<file path="config.mk">
export PLATFORM = sky130hd
export DESIGN_NAME = gpio_irq_port
export DESIGN_NICKNAME = d
export VERILOG_FILES = /design/src/rtl/gpio_irq_pkg.sv /design/src/rtl/gpio_sync2.sv /design/src/rtl/gpio_trig_detect.sv /design/src/rtl/gpio_alias_reg.sv /design/src/rtl/gpio_irq_port.sv
export SDC_FILE = /design/constraint.sdc
export NUM_CORES = 1
export LEC_CHECK = 0
export BUFFER_PORTS_ARGS = -buffer_cell sky130_fd_sc_hd__buf_2
export CAP_MARGIN = 20
export CELL_PAD_IN_SITES_DETAIL_PLACEMENT = 1
export CELL_PAD_IN_SITES_GLOBAL_PLACEMENT = 1
export CORE_MARGIN = 8
export CORE_UTILIZATION = 42
export CTS_CLUSTER_SIZE = 24
export DETAILED_ROUTE_END_ITERATION = 6
export GPL_TIMING_DRIVEN = 0
export PLACE_DENSITY_LB_ADDON = 0.1
export SYNTH_ARGS = -nofsm -noshare
export SYNTH_HDL_FRONTEND = slang
export SYNTH_SLANG_ARGS = --single-unit
</file>
<file path="constraint.sdc">
create_clock -name clk_i -period 1.66 [get_ports clk_i]
set_clock_uncertainty 0.15 [all_clocks]
set_input_delay 0.166 -clock clk_i [delete_from_list [all_inputs] [get_ports clk_i]]
set_output_delay 0.166 -clock clk_i [all_outputs]
set_load 0.05 [all_outputs]
</file>
<file path="src/rtl/gpio_irq_pkg.sv">
package gpio_irq_pkg;
  typedef enum logic [2:0] {
    IDX_DOUT = 3'd0, IDX_DIN = 3'd1, IDX_OE  = 3'd2, IDX_SEL  = 3'd3,
    IDX_EN   = 3'd4, IDX_LVL = 3'd5, IDX_POL = 3'd6, IDX_STAT = 3'd7
  } reg_idx_e;

  typedef enum logic [1:0] {OP_NONE, OP_WRITE, OP_SET, OP_CLR} wr_op_e;

  function automatic wr_op_e decode_view(logic [3:0] lo);
    case (lo)
      4'h0:    return OP_WRITE;
      4'h4:    return OP_SET;
      4'h8:    return OP_CLR;
      default: return OP_NONE;
    endcase
  endfunction
endpackage

</file>
<file path="src/rtl/gpio_sync2.sv">
module gpio_sync2 #(
  parameter int W = 32
) (
  input  logic         clk_i,
  input  logic         rst_ni,
  input  logic [W-1:0] d_i,
  output logic [W-1:0] q_o
);
  logic [W-1:0] meta_q, sync_q;

  always_ff @(posedge clk_i or negedge rst_ni) begin
    if (!rst_ni) begin
      meta_q <= '0;
      sync_q <= '0;
    end else begin
      meta_q <= d_i;
      sync_q <= meta_q;
    end
  end

  assign q_o = sync_q;
endmodule

</file>
<file path="src/rtl/gpio_trig_detect.sv">
module gpio_trig_detect #(
  parameter int W = 32
) (
  input  logic         clk_i,
  input  logic         rst_ni,
  input  logic [W-1:0] in_i,
  input  logic [W-1:0] level_i,
  input  logic [W-1:0] pol_i,
  input  logic [W-1:0] sel_i,
  output logic [W-1:0] evt_o
);
  logic [W-1:0] prev_q;

  always_ff @(posedge clk_i or negedge rst_ni) begin
    if (!rst_ni) prev_q <= '0;
    else         prev_q <= in_i;
  end

  for (genvar i = 0; i < W; i++) begin : g_pin
    logic hit;
    always_comb begin
      if (level_i[i])    hit = ~(in_i[i] ^ pol_i[i]);
      else if (pol_i[i]) hit = in_i[i] & ~prev_q[i];
      else               hit = ~in_i[i] & prev_q[i];
    end
    assign evt_o[i] = hit & sel_i[i];
  end
endmodule

</file>
<file path="src/rtl/gpio_alias_reg.sv">
module gpio_alias_reg
  import gpio_irq_pkg::*;
#(
  parameter int W = 32
) (
  input  logic         clk_i,
  input  logic         rst_ni,
  input  wr_op_e       op_i,
  input  logic [W-1:0] wdata_i,
  input  logic [W-1:0] hw_set_i,
  output logic [W-1:0] q_o
);
  logic [W-1:0] q, sw_next;

  always_comb begin
    case (op_i)
      OP_WRITE: sw_next = wdata_i;
      OP_SET:   sw_next = q | wdata_i;
      OP_CLR:   sw_next = q & ~wdata_i;
      default:  sw_next = q;
    endcase
  end

  // hardware set applied last so it wins over a same-cycle clear
  always_ff @(posedge clk_i or negedge rst_ni) begin
    if (!rst_ni) q <= '0;
    else         q <= sw_next | hw_set_i;
  end

  assign q_o = q;
endmodule

</file>
<file path="src/rtl/gpio_irq_port.sv">
module gpio_irq_port
  import gpio_irq_pkg::*;
#(
  parameter int N_PINS = 32,
  parameter int ADDR_W = 8
) (
  input  logic              clk_i,
  input  logic              rst_ni,
  input  logic              req_i,
  input  logic              we_i,
  input  logic [ADDR_W-1:0] addr_i,
  input  logic [N_PINS-1:0] wdata_i,
  output logic [N_PINS-1:0] rdata_o,
  input  logic [N_PINS-1:0] pin_i,
  output logic [N_PINS-1:0] pin_o,
  output logic [N_PINS-1:0] pin_oe_o,
  output logic              irq_o
);
  localparam int OFS_W   = 4;
  localparam int IDX_W   = 3;
  localparam int REG_CNT = 1 << IDX_W;

  logic              hit, wr_en, stat_sw;
  logic [IDX_W-1:0]  idx;
  wr_op_e            op;
  logic [N_PINS-1:0] din_sync, evt;
  logic [N_PINS-1:0] regs_q [REG_CNT];

  assign hit   = (addr_i[ADDR_W-1:OFS_W+IDX_W] == '0);
  assign idx   = addr_i[OFS_W+IDX_W-1:OFS_W];
  assign op    = decode_view(addr_i[OFS_W-1:0]);
  assign wr_en = req_i & we_i & hit;
  assign stat_sw = wr_en && (idx == IDX_STAT) && (op != OP_NONE);

  gpio_sync2 #(.W(N_PINS)) u_sync (
    .clk_i(clk_i), .rst_ni(rst_ni), .d_i(pin_i), .q_o(din_sync)
  );

  gpio_trig_detect #(.W(N_PINS)) u_detect (
    .clk_i(clk_i), .rst_ni(rst_ni), .in_i(din_sync),
    .level_i(regs_q[IDX_LVL]), .pol_i(regs_q[IDX_POL]),
    .sel_i(regs_q[IDX_SEL]), .evt_o(evt)
  );

  for (genvar k = 0; k < REG_CNT; k++) begin : g_reg
    if (k == int'(IDX_DIN)) begin : g_ro
      assign regs_q[k] = din_sync;
    end else begin : g_rw
      wr_op_e            k_op;
      logic [N_PINS-1:0] k_hw;
      assign k_op = (wr_en && idx == IDX_W'(k)) ? op : OP_NONE;
      assign k_hw = (k == int'(IDX_STAT)) ? evt : '0;
      gpio_alias_reg #(.W(N_PINS)) u_reg (
        .clk_i(clk_i), .rst_ni(rst_ni), .op_i(k_op),
        .wdata_i(wdata_i), .hw_set_i(k_hw), .q_o(regs_q[k])
      );
    end
  end

  assign rdata_o  = hit ? regs_q[idx] : '0;
  assign pin_o    = regs_q[IDX_DOUT];
  assign pin_oe_o = regs_q[IDX_OE];
  assign irq_o    = |(regs_q[IDX_STAT] & regs_q[IDX_EN]);

  // a status bit only falls after a software write to status
  assert_stat_sticky_R8: assert property (@(posedge clk_i) disable iff (!rst_ni)
    (|($past(regs_q[IDX_STAT]) & ~regs_q[IDX_STAT])) |-> $past(stat_sw));

  // hardware set survives any same-cycle software view
  assert_hw_set_wins_R8: assert property (@(posedge clk_i) disable iff (!rst_ni)
    (evt != '0) |=> ((regs_q[IDX_STAT] & $past(evt)) == $past(evt)));

  // unselected pins gain status only by software
  assert_unsel_quiet_R7: assert property (@(posedge clk_i) disable iff (!rst_ni)
    (|(regs_q[IDX_STAT] & ~$past(regs_q[IDX_STAT]) & ~$past(regs_q[IDX_SEL])))
      |-> $past(stat_sw));

  // interrupt rises only from a pin event or a register write
  assert_irq_cause_R9: assert property (@(posedge clk_i) disable iff (!rst_ni)
    $rose(irq_o) |-> ($past(evt) != '0 || $past(wr_en)));
endmodule

</file>
[Yosys cells after proc, flatten, opt, wreduce, memory -nomap -nowiden]
Cells that the tools add are included.
Operators by class
  reductions and logical operators: 16
  bitwise logic cells: 245
  muxes and demuxes: 83
  magnitude comparators: 1
  equal/unequal tests: 29
Operators with widths (count)
  $pmux 32 s3: 7
  $and 32x32->32: 8
  $or 32x32->32: 8
  $and 1x1->1: 98
  $not 1->1: 97
  $bmux 32 s3: 1
  $mux 32: 3
  $mux 1: 64
  $not 32->32: 1
  $reduce_or 32->1: 1
  $xor 1x1->1: 32
  $eq 2x2->1 const B: 14
  $reduce_bool 3->1: 6
  $eq 2x1->1 const B: 7
  $mux 2: 7
  $eq 3x3->1 const B: 4
  $logic_and 1x1->1: 7
  $eq 3x2->1 const B: 2
  $pmux 2 s3: 1
  $eq 4x3->1 const B: 1
  $eq 4x4->1 const B: 1
  $ge 4x4->1 const B: 1
  $logic_not 4->1: 1
  $not 3->4: 1
  $logic_not 3->1: 1
Storage, ports and cells
  bits in registers: 320
  input port bits: 76
  output and inout bits: 97

[Logic depth before layout (Yosys ltp)]
  word-level depth: 7
  depth in mapped cells: 7
  mapped depth without buffers: 3

[Hierarchy]
From an unflattened synthesis, not the netlist that was laid out.
Unflattened totals
  cell total of the unflattened synthesis: 1793
  area total of the unflattened synthesis: 19832.8 µm²
Modules (own cells, without submodules)
  gpio_alias_reg: area each 1996.9 µm², times used 7, cells each 175
  gpio_irq_port: area each 2571.2 µm², times used 1, cells each 312
  gpio_trig_detect: area each 1681.6 µm², times used 1, cells each 192
  gpio_sync2: area each 1601.5 µm², times used 1, cells each 64

[Worst setup path after synthesis]
Ideal clock, no wire load.
  path type: input -> output
  start point: input addr_i[4]
  end point: output rdata_o[10]
  buffers on the path: 3
  required time: 1.344 ns
  setup slack: -0.423 ns
  arrival: 1.767 ns
  stages: 6
  cells stage by stage: buf_4 > buf_2 > buf_2 > mux4_2 > mux2i_1 > nor2_1
On the way
  longest elaborated chain between the ends: 5
Ends and longest elaborated chain
  start, declared: RTL line gpio_irq_port.sv:11  | input logic [ADDR_W-1:0] addr_i,
  $not 3->4 (implied by the code): RTL line gpio_irq_port.sv:60  | assign rdata_o = hit ? regs_q[idx] : '0;
  $bmux 32 s3: RTL line gpio_irq_port.sv:60
  $mux 32 (implied by the code) (2 in a row): RTL line gpio_irq_port.sv:60
  $mux 32: RTL line gpio_irq_port.sv:60
  end, declared: RTL line gpio_irq_port.sv:13  | output logic [N_PINS-1:0] rdata_o,
No other way between the ends. The select of a mux whose other input is x is not followed.

[Worst setup path after layout]
  start point: register g_reg[4].g_rw.u_reg.q[28]
  end point: output irq_o
On the way
  longest elaborated chain between the ends: 2
Ends and longest elaborated chain
  start, declared: RTL line gpio_alias_reg.sv:13  | logic [W-1:0] q, sw_next;
  start signal, assigned: RTL line gpio_alias_reg.sv:27  | else q <= sw_next | hw_set_i;
  $and 32x32->32: RTL line gpio_irq_port.sv:63  | assign irq_o = |(regs_q[IDX_STAT] & regs_q[IDX_EN]);
  $reduce_or 32->1: RTL line gpio_irq_port.sv:63
  end, declared: RTL line gpio_irq_port.sv:17  | output logic irq_o
No other way between the ends.

==> impl_metrics.csv <==
group,metric,value,unit
outcome,outcome,"finished, violations left",
outcome,violations,"negative setup slack",
final_layout,final_cell_area,20580,sq um
floorplanning,die_area,44330,sq um
clock_network,clock-root-buffer,"clkbuf_16",
critical_path,r2r_start,"g_reg[5].g_rw.u_reg.q_o[31]",
critical_path,worstPathArrival,2180,ps
timing,layout_min_cycle_time,2491,ps
critical_path,start_kind,"flip-flop",
yosys,synth.area.mux_share,0.1108,
power,vdd_ir_drop_max,0.6944,mV
yosys,ys.warnings.count,0,
yosys,synth-seq-cells,320,
clock_network,clk_transition_reported_paths,60,ps
routing,routed_via_density,6.892,
routing,first_iter_violations,1400,
final_layout,regArea,8128,sq um
floorplanning,die_h,210.5,um
global_route,grt_pass1_vias,15680,
final_layout,fin_util,0.5490,
global_route,grt_start_max_net_pins,104,
timing,rsz0062_at_grt,"true",
routing,ant_nets,0,
critical_path,critPathLaunch,"g_reg[4].g_rw.u_reg.q_o[28]",
yosys,syn_nets,1391,
timing,hold_viol_final,0,
clock_network,clock-sinks,320,
clock_network,clkLatencyLatePin,560,ps
routing,vias,14660,
yosys,yosysUniqueCellTypes,26,
timing,fin_crit_sh,1.501,
routing,drt_pass1_iterations,5,
floorplanning,die_x,210.5,um
hold_path,min_path_type,"in -> async",
floorplanning,num_rows,71,
critical_path,crit_type,"reg -> out",
yosys,synthXorXnorAreaFrac,0,
power,p_leak,8.309,nW
placed_design,port-buffer-count,136,
placed_design,placedCellCount,1965,
final_layout,multi_input_area,7686,sq um
power,power,21.27,mW
final_layout,fillCellCount,3857,
timing,slew_violations,0,
final_layout,nets,1662,
final_layout,syn_to_final_growth,29.46,%
timing,max_freq,401.4,MHz
global_route,grt.total_usage,0.3126,
global_route,grt_pass1_wl,104.5,mm
final_layout,final_cells,2127,
timing,setup_viol,33,
clock_network,cts_buffers,39,
clock_network,cts_tree,"built",
yosys,synth_top_family_by_area,"compound AO/OA/AOI/OAI gates",
global_route,grt_antenna_before_repair,0,
global_route,overflow,0,
timing,worst_pin_slew,842.6,ps
timing,layout_setup_ws,-831.3,ps
yosys,synth_fa_ha_area_frac,0,
timing,hold_ws,87.61,ps
floorplanning,pin_count,173,
critical_path,endpoint,"irq_o",
routing,drc,0,
placed_design,dpl_cell_area,17840,sq um
critical_path,reg2reg_to,"g_reg[7].g_rw.u_reg.q_o[31]",
final_layout,drive_above_1_share,0.3614,
clock_network,htreeDepth,2,
critical_path,reg2reg_depth,4,
routing,wl_per_cell,32.72,um
yosys,ys_seq_area_frac,0.5037,
critical_path,crit_required,1340,ps
timing,slew_headroom,0.4383,
timing,setup_tns,-20110,ps
critical_path,end_kind,"output pin",
yosys,synthSimpleGateAreaFrac,0.1423,
yosys,syn_inst,1315,
critical_path,regToRegSetupSlack,250,ps
placed_design,dp.final_hpwl,47.36,mm
placed_design,gp_congestion,0.9140,
floorplanning,coreArea,37490,sq um
placed_design,dp_slack,-837.4,ps
floorplanning,initial_core_util,0.4240,
yosys,synth_area_per_cell,12.09,sq um
job,timing.max_cap.violations,0,
power,cellPowerDensity,1034,nW/um^2
final_layout,diodes,0,
yosys,synth_compound_area_frac,0.1902,
critical_path,cp_max_fo,3,
yosys,netlist_area,15900,sq um
routing,routed_wl,69.61,mm
clock_network,cts_max_path_buffers,3,
## flip-flops by register name, summed over array words and instances, names as in the netlist
name / cells
u_sync.meta_q: 32
g.g_rw.u_reg.q_o: 224
u_sync.q_o: 32
u_detect.prev_q: 32
## power by group
part | internal, mW | switching, mW
logic | 1.48 | 2.20
registers | 8.42 | 0.742
clock network | 4.98 | 3.45
total | 14.9 | 6.39
## worst min-delay path by stage
| stage | startpoint | endpoint | slack (ps) | cells past startpoint |
|---|---|---|---|---|
| detailed placement | rst_ni | u_sync.meta_q[26] | -70 | 1 |
| finish | rst_ni | u_sync.meta_q[26] | 90 | 4 |
| global route | pin_i[29] | u_sync.meta_q[29] | 90 | 2 |
| global placement | pin_i[4] | u_sync.meta_q[4] | 120 | 1 |
| floorplan | rst_ni | g_reg[0].g_rw.u_reg.q_o[0] | -280 | 0 |
| CTS | rst_ni | u_sync.meta_q[26] | 70 | 4 |
## synthesized netlist by cell type
cell | instances | share of area
nor2b_1 | 34 | 0.013
and4bb_2 | 1 | 0.00079
buf_4 | 6 | 0.0028
or4_1 | 1 | 0.00047
nor3_1 | 1 | 0.00031
nand4_1 | 230 | 0.091
clkbuf_2 | 2 | 0.00063
and4_1 | 32 | 0.018
and4b_1 | 1 | 0.00063
a22oi_1 | 16 | 0.0076
o21bai_1 | 64 | 0.030
a211oi_4 | 1 | 0.0013
buf_1 | 3 | 0.00071
nor2_1 | 35 | 0.0083
buf_2 | 89 | 0.028
and3_1 | 3 | 0.0012
dfrtp_1 | 320 | 0.50
mux4_2 | 64 | 0.091
nand2_1 | 32 | 0.0076
a22o_1 | 32 | 0.018
clkbuf_1 | 88 | 0.021
mux2i_1 | 32 | 0.020
a32o_1 | 160 | 0.10
a221o_1 | 32 | 0.020
and2_1 | 4 | 0.0016
o22ai_1 | 32 | 0.013
## timing repair
item | CTS | global route
endpoints found under the setup margin | 158 | 236
gates resized for setup | 130 | 54
hold buffers | 68 | 0
pin swaps | 6 | 3
setup buffers | 20 | 10
endpoints found under the hold margin | 426 | 0
## layout by cell type, fill, tap and decap left out, types with 29 or more instances in the layout
cell type	n
nand2_1	32
a22o_1	32
mux4_2	64
o22ai_1	32
nor2b_1	34
nand4_1	230
buf_2	174
buf_4	43
dlygate4sd3_1	65
a221o_1	32
buf_6	38
clkbuf_1	72
dfrtp_2	96
clkbuf_16	41
clkbuf_2	29
dfrtp_1	224
nor2_4	32
and4_1	32
o21bai_1	64
a32o_1	160
## critical path, cell delays in order, from the launching register on
cell     delay (ps)
dfrtp_2         450
a22oi_2         250
nand4_1         170
or4_4           560
buf_8           180
## cells by family after synthesis
logic type	after synthesis
flip-flops	320
AO/OA/AOI/OAI	337
buffers and inverters	188
multiplexers	96
AND/OR/NAND/NOR	374
## layout make-up
type | instances | share of cell area
well taps | 511 | 0.03107
multi-input cells | 807 | 0.3735
repair buffers | 237 | 0.09424
plain buffers | 181 | 0.04663
clock buffers | 68 | 0.05770
clock inverters | 3 | 0.001946
flip-flops and latches | 320 | 0.3949
## layer usage
metal	track usage	share of wire	vias to the layer above
li1	-	-	5974
met1	0.4082	0.40	7813
met5	0	0	-
met3	0.06386	0.074	177
met4	0.1525	0.043	0
met2	0.4937	0.48	696
No activity file was read; power rests on OpenSTA's default activity.
